$ cat config.mk
export PLATFORM = sky130hd
export DESIGN_NAME = flash_cmd_ctrl
export DESIGN_NICKNAME = d
export VERILOG_FILES = /design/src/rtl/fcc_pkg.sv /design/src/rtl/fcc_cmd_decoder.sv /design/src/rtl/fcc_op_sequencer.sv /design/src/rtl/fcc_array.sv /design/src/rtl/flash_cmd_ctrl.sv
export SDC_FILE = /design/constraint.sdc
export NUM_CORES = 2
export LEC_CHECK = 0
export BUFFER_PORTS_ARGS = -buffer_cell sky130_fd_sc_hd__buf_2
export CORE_MARGIN = 3
export CORE_UTILIZATION = 57
export DETAILED_ROUTE_END_ITERATION = 10
export PLACE_DENSITY = 0.76
export SYNTH_ARGS = -nofsm -noshare
export SYNTH_HDL_FRONTEND = slang
export SYNTH_SLANG_ARGS = --single-unit
$ cat constraint.sdc
create_clock -name clk -period 3.1 [get_ports clk]
set_input_delay 0.31 -clock clk [delete_from_list [all_inputs] [get_ports clk]]
set_output_delay 0.31 -clock clk [all_outputs]
set_load 0.02 [all_outputs]
$ cat src/rtl/fcc_pkg.sv
package fcc_pkg;

  typedef enum logic [1:0] {
    OP_NONE = 2'd0,
    OP_PROG = 2'd1,
    OP_SECT = 2'd2,
    OP_CHIP = 2'd3
  } op_e;

  typedef enum logic [2:0] {
    DS_READ  = 3'd0,
    DS_UNL1  = 3'd1,
    DS_UNL2  = 3'd2,
    DS_PDATA = 3'd3,
    DS_ESET  = 3'd4,
    DS_EUNL1 = 3'd5,
    DS_EUNL2 = 3'd6
  } dec_e;

  typedef enum logic [1:0] {
    SQ_IDLE  = 2'd0,
    SQ_PROG  = 2'd1,
    SQ_PRE   = 2'd2,
    SQ_ERASE = 2'd3
  } seq_e;

  localparam logic [7:0] CMD_UNLOCK_A = 8'hAA;
  localparam logic [7:0] CMD_UNLOCK_B = 8'h55;
  localparam logic [7:0] CMD_PROGRAM  = 8'hA0;
  localparam logic [7:0] CMD_ERASE    = 8'h80;
  localparam logic [7:0] CMD_SECTOR   = 8'h30;
  localparam logic [7:0] CMD_CHIP     = 8'h10;
  localparam logic [7:0] CMD_RESET    = 8'hF0;

endpackage

$ cat src/rtl/fcc_cmd_decoder.sv
module fcc_cmd_decoder
  import fcc_pkg::*;
#(
  parameter int ADDR_W = 17,
  parameter int SEC_W  = 3,
  parameter int OFF_W  = 4,
  parameter int UNL_W  = 15,
  localparam int NSEC  = 1 << SEC_W
) (
  input  logic              clk,
  input  logic              rst_n,
  input  logic              wr_stb,
  input  logic              lowv,
  input  logic              busy,
  input  logic [ADDR_W-1:0] addr,
  input  logic [7:0]        data,
  input  logic [NSEC-1:0]   prot,
  output logic              launch,
  output op_e               launch_op,
  output logic [SEC_W-1:0]  launch_sec,
  output logic [OFF_W-1:0]  launch_off,
  output logic [7:0]        launch_data
);

  localparam logic [UNL_W-1:0] ADR_A = UNL_W'(15'h5555);
  localparam logic [UNL_W-1:0] ADR_B = UNL_W'(15'h2AAA);

  dec_e             st_q, st_d;
  logic             launch_q, launch_d;
  op_e              op_q, op_d;
  logic [SEC_W-1:0] sec_q;
  logic [OFF_W-1:0] off_q;
  logic [7:0]       data_q;

  logic             acc;
  logic             at_a, at_b;
  logic [SEC_W-1:0] cur_sec;

  assign acc     = wr_stb && !lowv && !busy;
  assign at_a    = (addr[UNL_W-1:0] == ADR_A);
  assign at_b    = (addr[UNL_W-1:0] == ADR_B);
  assign cur_sec = addr[ADDR_W-1 -: SEC_W];

  always_comb begin
    st_d     = st_q;
    launch_d = 1'b0;
    op_d     = op_q;
    if (acc) begin
      st_d = DS_READ;
      unique case (st_q)
        DS_READ:  if (at_a && data == CMD_UNLOCK_A) st_d = DS_UNL1;
        DS_UNL1:  if (at_b && data == CMD_UNLOCK_B) st_d = DS_UNL2;
        DS_UNL2: begin
          if (at_a && data == CMD_PROGRAM)    st_d = DS_PDATA;
          else if (at_a && data == CMD_ERASE) st_d = DS_ESET;
        end
        DS_PDATA: begin
          if (!prot[cur_sec]) begin
            launch_d = 1'b1;
            op_d     = OP_PROG;
          end
        end
        DS_ESET:  if (at_a && data == CMD_UNLOCK_A) st_d = DS_EUNL1;
        DS_EUNL1: if (at_b && data == CMD_UNLOCK_B) st_d = DS_EUNL2;
        DS_EUNL2: begin
          if (data == CMD_SECTOR && !prot[cur_sec]) begin
            launch_d = 1'b1;
            op_d     = OP_SECT;
          end else if (at_a && data == CMD_CHIP) begin
            launch_d = 1'b1;
            op_d     = OP_CHIP;
          end
        end
        default: st_d = DS_READ;
      endcase
      if (data == CMD_RESET && st_q != DS_PDATA) begin
        st_d     = DS_READ;
        launch_d = 1'b0;
      end
    end
  end

  always_ff @(posedge clk or negedge rst_n) begin
    if (!rst_n) begin
      st_q     <= DS_READ;
      launch_q <= 1'b0;
      op_q     <= OP_NONE;
      sec_q    <= '0;
      off_q    <= '0;
      data_q   <= '0;
    end else begin
      st_q     <= st_d;
      launch_q <= launch_d;
      op_q     <= op_d;
      if (acc) begin
        sec_q  <= cur_sec;
        off_q  <= addr[OFF_W-1:0];
        data_q <= data;
      end
    end
  end

  assign launch      = launch_q;
  assign launch_op   = op_q;
  assign launch_sec  = sec_q;
  assign launch_off  = off_q;
  assign launch_data = data_q;


  lowv_block_chk: assert property (@(posedge clk) disable iff (!rst_n)
    (wr_stb && lowv) |=> !launch_q);

endmodule

$ cat src/rtl/fcc_op_sequencer.sv
module fcc_op_sequencer
  import fcc_pkg::*;
#(
  parameter int SEC_W        = 3,
  parameter int OFF_W        = 4,
  parameter int PROG_CYCLES  = 16,
  parameter int ERASE_CYCLES = 256,
  localparam int NSEC        = 1 << SEC_W,
  localparam int MAXC        = (PROG_CYCLES > ERASE_CYCLES) ? PROG_CYCLES : ERASE_CYCLES,
  localparam int CNT_W       = $clog2(MAXC + 1)
) (
  input  logic             clk,
  input  logic             rst_n,
  input  logic             launch,
  input  op_e              launch_op,
  input  logic [SEC_W-1:0] launch_sec,
  input  logic [OFF_W-1:0] launch_off,
  input  logic [7:0]       launch_data,
  input  logic [NSEC-1:0]  prot,
  output logic             busy,
  output logic             poll_bit,
  output logic             wr_en,
  output logic [SEC_W-1:0] wr_sec,
  output logic [OFF_W-1:0] wr_off,
  output logic [7:0]       wr_data,
  output logic             clr_en,
  output logic [SEC_W-1:0] clr_sec
);

  localparam logic [CNT_W-1:0] PROG_LAST  = CNT_W'(PROG_CYCLES - 1);
  localparam logic [CNT_W-1:0] ERASE_LAST = CNT_W'(ERASE_CYCLES - 1);
  localparam logic [OFF_W-1:0] OFF_LAST   = {OFF_W{1'b1}};
  localparam logic [SEC_W-1:0] SEC_LAST   = {SEC_W{1'b1}};

  seq_e             st_q, st_d;
  logic [CNT_W-1:0] cnt_q, cnt_d;
  logic [SEC_W-1:0] sec_q, sec_d;
  logic [OFF_W-1:0] off_q, off_d;
  logic [7:0]       dat_q, dat_d;
  logic             chip_q, chip_d;
  logic             ers_q, ers_d;

  always_comb begin
    st_d    = st_q;
    cnt_d   = cnt_q;
    sec_d   = sec_q;
    off_d   = off_q;
    dat_d   = dat_q;
    chip_d  = chip_q;
    ers_d   = ers_q;
    wr_en   = 1'b0;
    wr_data = dat_q;
    clr_en  = 1'b0;
    unique case (st_q)
      SQ_IDLE: begin
        if (launch) begin
          cnt_d = '0;
          off_d = '0;
          unique case (launch_op)
            OP_PROG: begin
              st_d  = SQ_PROG;
              sec_d = launch_sec;
              off_d = launch_off;
              dat_d = launch_data;
              ers_d = 1'b0;
            end
            OP_SECT: begin
              st_d   = SQ_PRE;
              sec_d  = launch_sec;
              chip_d = 1'b0;
              ers_d  = 1'b1;
            end
            OP_CHIP: begin
              st_d   = SQ_PRE;
              sec_d  = '0;
              chip_d = 1'b1;
              ers_d  = 1'b1;
            end
            default: st_d = SQ_IDLE;
          endcase
        end
      end
      SQ_PROG: begin
        cnt_d = cnt_q + 1'b1;
        if (cnt_q == PROG_LAST) begin
          wr_en = 1'b1;
          st_d  = SQ_IDLE;
        end
      end
      SQ_PRE: begin
        if (prot[sec_q]) begin
          if (chip_q && sec_q != SEC_LAST) begin
            sec_d = sec_q + 1'b1;
            off_d = '0;
          end else begin
            st_d = SQ_IDLE;
          end
        end else begin
          wr_en   = 1'b1;
          wr_data = 8'h00;
          off_d   = off_q + 1'b1;
          if (off_q == OFF_LAST) begin
            st_d  = SQ_ERASE;
            cnt_d = '0;
          end
        end
      end
      SQ_ERASE: begin
        cnt_d = cnt_q + 1'b1;
        if (cnt_q == ERASE_LAST) begin
          clr_en = 1'b1;
          if (chip_q && sec_q != SEC_LAST) begin
            sec_d = sec_q + 1'b1;
            off_d = '0;
            st_d  = SQ_PRE;
          end else begin
            st_d = SQ_IDLE;
          end
        end
      end
      default: st_d = SQ_IDLE;
    endcase
  end

  always_ff @(posedge clk or negedge rst_n) begin
    if (!rst_n) begin
      st_q   <= SQ_IDLE;
      cnt_q  <= '0;
      sec_q  <= '0;
      off_q  <= '0;
      dat_q  <= '0;
      chip_q <= 1'b0;
      ers_q  <= 1'b0;
    end else begin
      st_q   <= st_d;
      cnt_q  <= cnt_d;
      sec_q  <= sec_d;
      off_q  <= off_d;
      dat_q  <= dat_d;
      chip_q <= chip_d;
      ers_q  <= ers_d;
    end
  end

  assign busy     = (st_q != SQ_IDLE);
  assign poll_bit = ers_q ? 1'b0 : ~dat_q[7];
  assign wr_sec   = sec_q;
  assign wr_off   = off_q;
  assign clr_sec  = sec_q;


  busy_launch_chk: assert property (@(posedge clk) disable iff (!rst_n)
    (st_q != SQ_IDLE) |-> !launch);


  clear_after_walk_chk: assert property (@(posedge clk) disable iff (!rst_n)
    clr_en |-> (st_q == SQ_ERASE && $past(st_q) == SQ_ERASE));

endmodule

$ cat src/rtl/fcc_array.sv
module fcc_array #(
  parameter int SEC_W  = 3,
  parameter int OFF_W  = 4,
  localparam int NSEC  = 1 << SEC_W,
  localparam int DEPTH = 1 << OFF_W,
  localparam int IDX_W = SEC_W + OFF_W,
  localparam int WORDS = NSEC * DEPTH
) (
  input  logic             clk,
  input  logic             rst_n,
  input  logic [NSEC-1:0]  prot,
  input  logic             wr_en,
  input  logic [SEC_W-1:0] wr_sec,
  input  logic [OFF_W-1:0] wr_off,
  input  logic [7:0]       wr_data,
  input  logic             clr_en,
  input  logic [SEC_W-1:0] clr_sec,
  input  logic [SEC_W-1:0] rd_sec,
  input  logic [OFF_W-1:0] rd_off,
  output logic [7:0]       rd_byte
);

  logic [7:0]       mem_q [WORDS];
  logic [7:0]       mem_d [WORDS];
  logic [NSEC-1:0]  sec_clr;
  logic [IDX_W-1:0] wr_idx;
  logic [7:0]       old_byte;

  assign wr_idx   = {wr_sec, wr_off};
  assign old_byte = mem_q[wr_idx];
  assign rd_byte  = mem_q[{rd_sec, rd_off}];

  for (genvar s = 0; s < NSEC; s++) begin : g_sec
    assign sec_clr[s] = clr_en && (clr_sec == SEC_W'(s));
  end

  always_comb begin
    for (int i = 0; i < WORDS; i++) begin
      mem_d[i] = mem_q[i];
      if (sec_clr[i / DEPTH]) begin
        mem_d[i] = 8'hFF;
      end else if (wr_en && wr_idx == IDX_W'(i)) begin
        mem_d[i] = mem_q[i] & wr_data;
      end
    end
  end

  always_ff @(posedge clk or negedge rst_n) begin
    if (!rst_n) begin
      for (int i = 0; i < WORDS; i++) mem_q[i] <= 8'hFF;
    end else begin
      for (int i = 0; i < WORDS; i++) mem_q[i] <= mem_d[i];
    end
  end


  prot_write_chk: assert property (@(posedge clk) disable iff (!rst_n)
    wr_en |-> !prot[wr_sec]);


  prot_clear_chk: assert property (@(posedge clk) disable iff (!rst_n)
    clr_en |-> !prot[clr_sec]);


  only_clears_chk: assert property (@(posedge clk) disable iff (!rst_n)
    (wr_en && !clr_en) |=> ((mem_q[$past(wr_idx)] & ~$past(old_byte)) == 8'h00));

endmodule

$ cat src/rtl/flash_cmd_ctrl.sv
module flash_cmd_ctrl
  import fcc_pkg::*;
#(
  parameter int ADDR_W       = 17,
  parameter int SEC_W        = 3,
  parameter int OFF_W        = 4,
  parameter int PROG_CYCLES  = 16,
  parameter int ERASE_CYCLES = 256,
  localparam int NSEC        = 1 << SEC_W
) (
  input  logic              clk,
  input  logic              rst_n,
  input  logic              cs,
  input  logic              wr,
  input  logic              rd,
  input  logic [ADDR_W-1:0] addr,
  input  logic [7:0]        din,
  output logic [7:0]        dout,
  input  logic [NSEC-1:0]   prot_mask,
  input  logic              low_vdd
);

  logic             launch;
  op_e              launch_op;
  logic [SEC_W-1:0] launch_sec;
  logic [OFF_W-1:0] launch_off;
  logic [7:0]       launch_data;
  logic             busy, poll_bit;
  logic             wr_en, clr_en;
  logic [SEC_W-1:0] wr_sec, clr_sec;
  logic [OFF_W-1:0] wr_off;
  logic [7:0]       wr_data;
  logic [7:0]       rd_byte;

  logic [7:0]       dout_q, dout_d;
  logic             tog_q, tog_d;
  logic             rd_cyc;

  fcc_cmd_decoder #(
    .ADDR_W(ADDR_W), .SEC_W(SEC_W), .OFF_W(OFF_W), .UNL_W(15)
  ) u_dec (
    .clk(clk), .rst_n(rst_n), .wr_stb(cs && wr), .lowv(low_vdd), .busy(busy),
    .addr(addr), .data(din), .prot(prot_mask),
    .launch(launch), .launch_op(launch_op), .launch_sec(launch_sec),
    .launch_off(launch_off), .launch_data(launch_data)
  );

  fcc_op_sequencer #(
    .SEC_W(SEC_W), .OFF_W(OFF_W),
    .PROG_CYCLES(PROG_CYCLES), .ERASE_CYCLES(ERASE_CYCLES)
  ) u_seq (
    .clk(clk), .rst_n(rst_n), .launch(launch), .launch_op(launch_op),
    .launch_sec(launch_sec), .launch_off(launch_off), .launch_data(launch_data),
    .prot(prot_mask), .busy(busy), .poll_bit(poll_bit),
    .wr_en(wr_en), .wr_sec(wr_sec), .wr_off(wr_off), .wr_data(wr_data),
    .clr_en(clr_en), .clr_sec(clr_sec)
  );

  fcc_array #(
    .SEC_W(SEC_W), .OFF_W(OFF_W)
  ) u_arr (
    .clk(clk), .rst_n(rst_n), .prot(prot_mask),
    .wr_en(wr_en), .wr_sec(wr_sec), .wr_off(wr_off), .wr_data(wr_data),
    .clr_en(clr_en), .clr_sec(clr_sec),
    .rd_sec(addr[ADDR_W-1 -: SEC_W]), .rd_off(addr[OFF_W-1:0]),
    .rd_byte(rd_byte)
  );

  assign rd_cyc = cs && rd;

  always_comb begin
    dout_d = dout_q;
    tog_d  = tog_q;
    if (rd_cyc) begin
      if (busy) begin
        tog_d  = ~tog_q;
        dout_d = {poll_bit, ~tog_q, 6'b000000};
      end else begin
        dout_d = rd_byte;
      end
    end
  end

  always_ff @(posedge clk or negedge rst_n) begin
    if (!rst_n) begin
      dout_q <= 8'h00;
      tog_q  <= 1'b0;
    end else begin
      dout_q <= dout_d;
      tog_q  <= tog_d;
    end
  end

  assign dout = dout_q;


  toggle_flip_chk: assert property (@(posedge clk) disable iff (!rst_n)
    (rd_cyc && busy && $past(rd_cyc && busy)) |=> (dout[6] != $past(dout[6])));

endmodule

==> impl_metrics.json <==
{
  "criticalPathCategory": "reg -> reg",
  "start_util": 0.579,
  "cp-end-kind": "flip-flop",
  "holdPathStages": 4,
  "worst-path-stages": 7,
  "numCtsBuffers": 110,
  "setup_viol": 15,
  "die-area_sq_mm": 0.0907,
  "drt_iter0_drc": 4466,
  "peakVddDrop_v": 0.000488,
  "antenna_found_initial": 3,
  "p_seq_frac": 0.488,
  "drv_slew": 0,
  "grt_use_total": 0.325,
  "combinationalPowerShare": 0.041,
  "slew_headroom": 0.330,
  "min_period_ns": 3.12,
  "critPathBufInv": 1,
  "cts-root-buf": "clkbuf_16",
  "power.leakage_nw": 21.6,
  "vias_per_cell": 6.63,
  "worstPathCellList": "mux4_2, mux2_2, buf_4, or2_2, and2_1, nor2_1, a21oi_1",
  "regToRegStartpoint": "u_seq.clr_sec[0]",
  "synth_fp_nets": 4524,
  "io_buffer_count": 46,
  "clockBufferDepth": 3,
  "drc_errors": 0,
  "yosys.cell_types.count": 65,
  "clk_latency_ns": 0.70,
  "yosysMostFrequentCell": "dfstp_2",
  "drive_above_1_share": 0.395,
  "critical_path.top_delay_family": "simple AND/OR/NAND/NOR gates",
  "worst_path_max_delay_cell": "mux4_2",
  "power.switching_mw": 6.54,
  "rows": 107,
  "drt_pass1_iterations": 6,
  "core_area_sq_mm": 0.0858,
  "syn_avg_cell_area_sq_um": 11.1,
  "power_frac_clock": 0.471,
  "p_int_mw": 22.6,
  "synth_seq_area_share": 0.571,
  "status": "complete, but fails checks",
  "grt_max_degree": 130,
  "tns_ns": -0.142,
  "final_nets": 4595,
  "grt_overflow": 0,
  "rsz0062_at_grt": "true",
  "syn-instance-count": 4468,
  "yosys.area.top_type": "dfstp_2",
  "synth_area_sq_mm": 0.0497,
  "grt_pass1_vias": 38500,
  "synth_edf_count": 0,
  "synthArstFlopShare": 1.00,
  "hold_violations": 0,
  "reg2reg_depth": 7,
  "r2r_setup_slack_ns": -0.02,
  "cellPowerDensity_mw_per_mm2": 514,
  "yosys_warnings": 0,
  "detail_route.wl_per_cell_um": 25.5,
  "finalCritPeriodShare": 1.01,
  "layout_setup_ws_ns": -0.0212,
  "maxCapViolCount": 0,
  "cpPeakStageDelay_ns": 0.55,
  "violations": "setup timing",
  "timing.rr.end": "u_arr.mem_q[351]",
  "cts_tree": "done",
  "required_ns": 3.67,
  "path_clk_slew_ns": 0.07,
  "switching_share": 0.224,
  "dp_hpwl_um": 92800,
  "synth-seq-cells": 1082,
  "worst_setup_path_start_kind": "flip-flop",
  "die_y_um": 301,
  "synth_common_cells": "dfstp_2 (1024), nor2_1 (713), a21oi_1 (612), nand2_1 (435), o21ai_0 (289)",
  "drtAntennaViolNets": 0,
  "holdWs_ns": 0.0430,
  "die_w_um": 301,
  "synth_top_area_frac": 0.542,
  "worst-path-max-fanout": 13,
  "ys.flop_type": "dfstp_2",
  "hold_path.class": "in -> reg",
  "crit_arrival_ns": 3.69,
  "layout-area-overhead-vs-synth_pct": 14.1,
  "cts.htree.levels": 3,
  "min_to": "u_dec.launch",
  "place.gp.congestion": 0.899,
  "fin_skew_ns": 0.0452,
  "holdCritStartpoint": "addr[7]",
  "vias": 38300,
  "ys_top_cells_by_area": "dfstp_2 (54%), mux4_2 (8.5%), a21oi_1 (6.2%)",
  "cts_num_sinks": 1082,
  "max_slew.worst_pin.slew_ns": 1.01,
  "pin_count": 47,
  "max_freq_mhz": 320,
  "grt_pass1_wl_um": 229000,
  "routed_wl_um": 148000
}
==> worst reg2reg max path, cell delays in order (launching register included) <==
cell and delay (ns):
dfrtp_1 0.44, mux4_2 0.55, mux2_2 0.32, buf_4 0.19, or2_2 0.46, and2_1 0.41
nor2_1 0.47, a21oi_1 0.15
==> layout by cell type (no fill, tap or decap), types with 70 or more instances in the layout <==
master	count
a21oi_1	612
buf_4	217
clkbuf_16	114
dfstp_2	1024
mux2_2	70
mux2i_1	145
mux4_2	187
nand2_1	431
nor2_1	701
o21ai_0	289
o22a_1	193
==> per-stage QoR <==
step           cell area [sq um]  cells  power, mW  setup WS (ns)   util
6_report                   56700   5782       29.2        -0.0212  0.661
2_1_floorplan              49700   4468       14.9         0.0763      -
3_5_place_dp               52700   5559       15.6        -0.0850  0.614
5_1_grt                    56700   5778       30.0         -0.126  0.661
3_3_place_gp               52700   5559       15.6        -0.0771  0.614
4_1_cts                    56600   5775       29.3         0.0226  0.660
==> flip-flops by register name (all words and copies together) (netlist names), 4 cells and up <==
signal / flops
dout: 8
u_dec.launch_data: 8
u_arr.mem_q: 1024
u_seq.dat_q: 8
u_dec.launch_off: 4
u_seq.cnt_q: 9
u_seq.wr_off: 4
==> routing by layer <==
layer / routed length [um] / GRT usage / vias to the layer above
met1: 58100 / 0.448 / 19800
met2: 67800 / 0.499 / 2095
met4: 6310 / 0.140 / 0
met5: 0 / 0 / -
li1: - / - / 16100
met3: 15400 / 0.0748 / 385
==> how the worst max path moves through the flow <==
stage	slack, ns	to	startpoint
final	-0.02	u_arr.mem_q[351]	u_seq.clr_sec[0]
after global routing	-0.13	u_arr.mem_q[711]	u_seq.clr_sec[0]
after CTS	0.02	u_arr.mem_q[851]	u_seq.clr_sec[0]
after detailed placement	-0.09	dout[6]	addr[0]
after global placement	-0.08	dout[6]	addr[0]
after floorplan	0.08	u_arr.mem_q[747]	u_seq.cnt_q[0]
==> kinds of logic after synthesis <==
family                   Yosys count  synth area share
AO/OA/AOI/OAI                   1286             0.155
XOR/XNOR                           1          0.000176
adder cells (fa/ha/maj)           17           0.00428
buffers and inverters            393            0.0331
flip-flops                      1082             0.571
multiplexers                     402             0.130
AND/OR/NAND/NOR                 1287             0.107
==> area by class of cell <==
cell class	instances	area, sq um
Antenna cell	4	10.0
Multi-Input combinational cell	2993	19800
Clock buffer	167	3300
Timing Repair Buffer	335	3230
Tap cell	1144	1430
Fill cell	6121	29100
Inverter	17	63.8
Clock inverter	40	483
Sequential cell	1082	28400
==> repair_timing <==
action	in CTS	in global routing
gates cloned	0	1
pin swaps	0	1
endpoints found under the hold margin	70	0
setup endpoints to repair	17	404
hold buffers	9	0
resized for setup	5	21
buffers inserted	0	2
==> power groups by stage <==
stage	Sequential (mW)	Clock [mW]	Combinational, mW
global route	14.2	14.5	1.28
finish	14.2	13.7	1.20
CTS	14.2	13.9	1.19
global placement	14.4	0	1.17
detailed placement	14.4	0	1.18
floorplan	14.4	0	0.515
No activity file was read; power rests on OpenSTA's default activity.
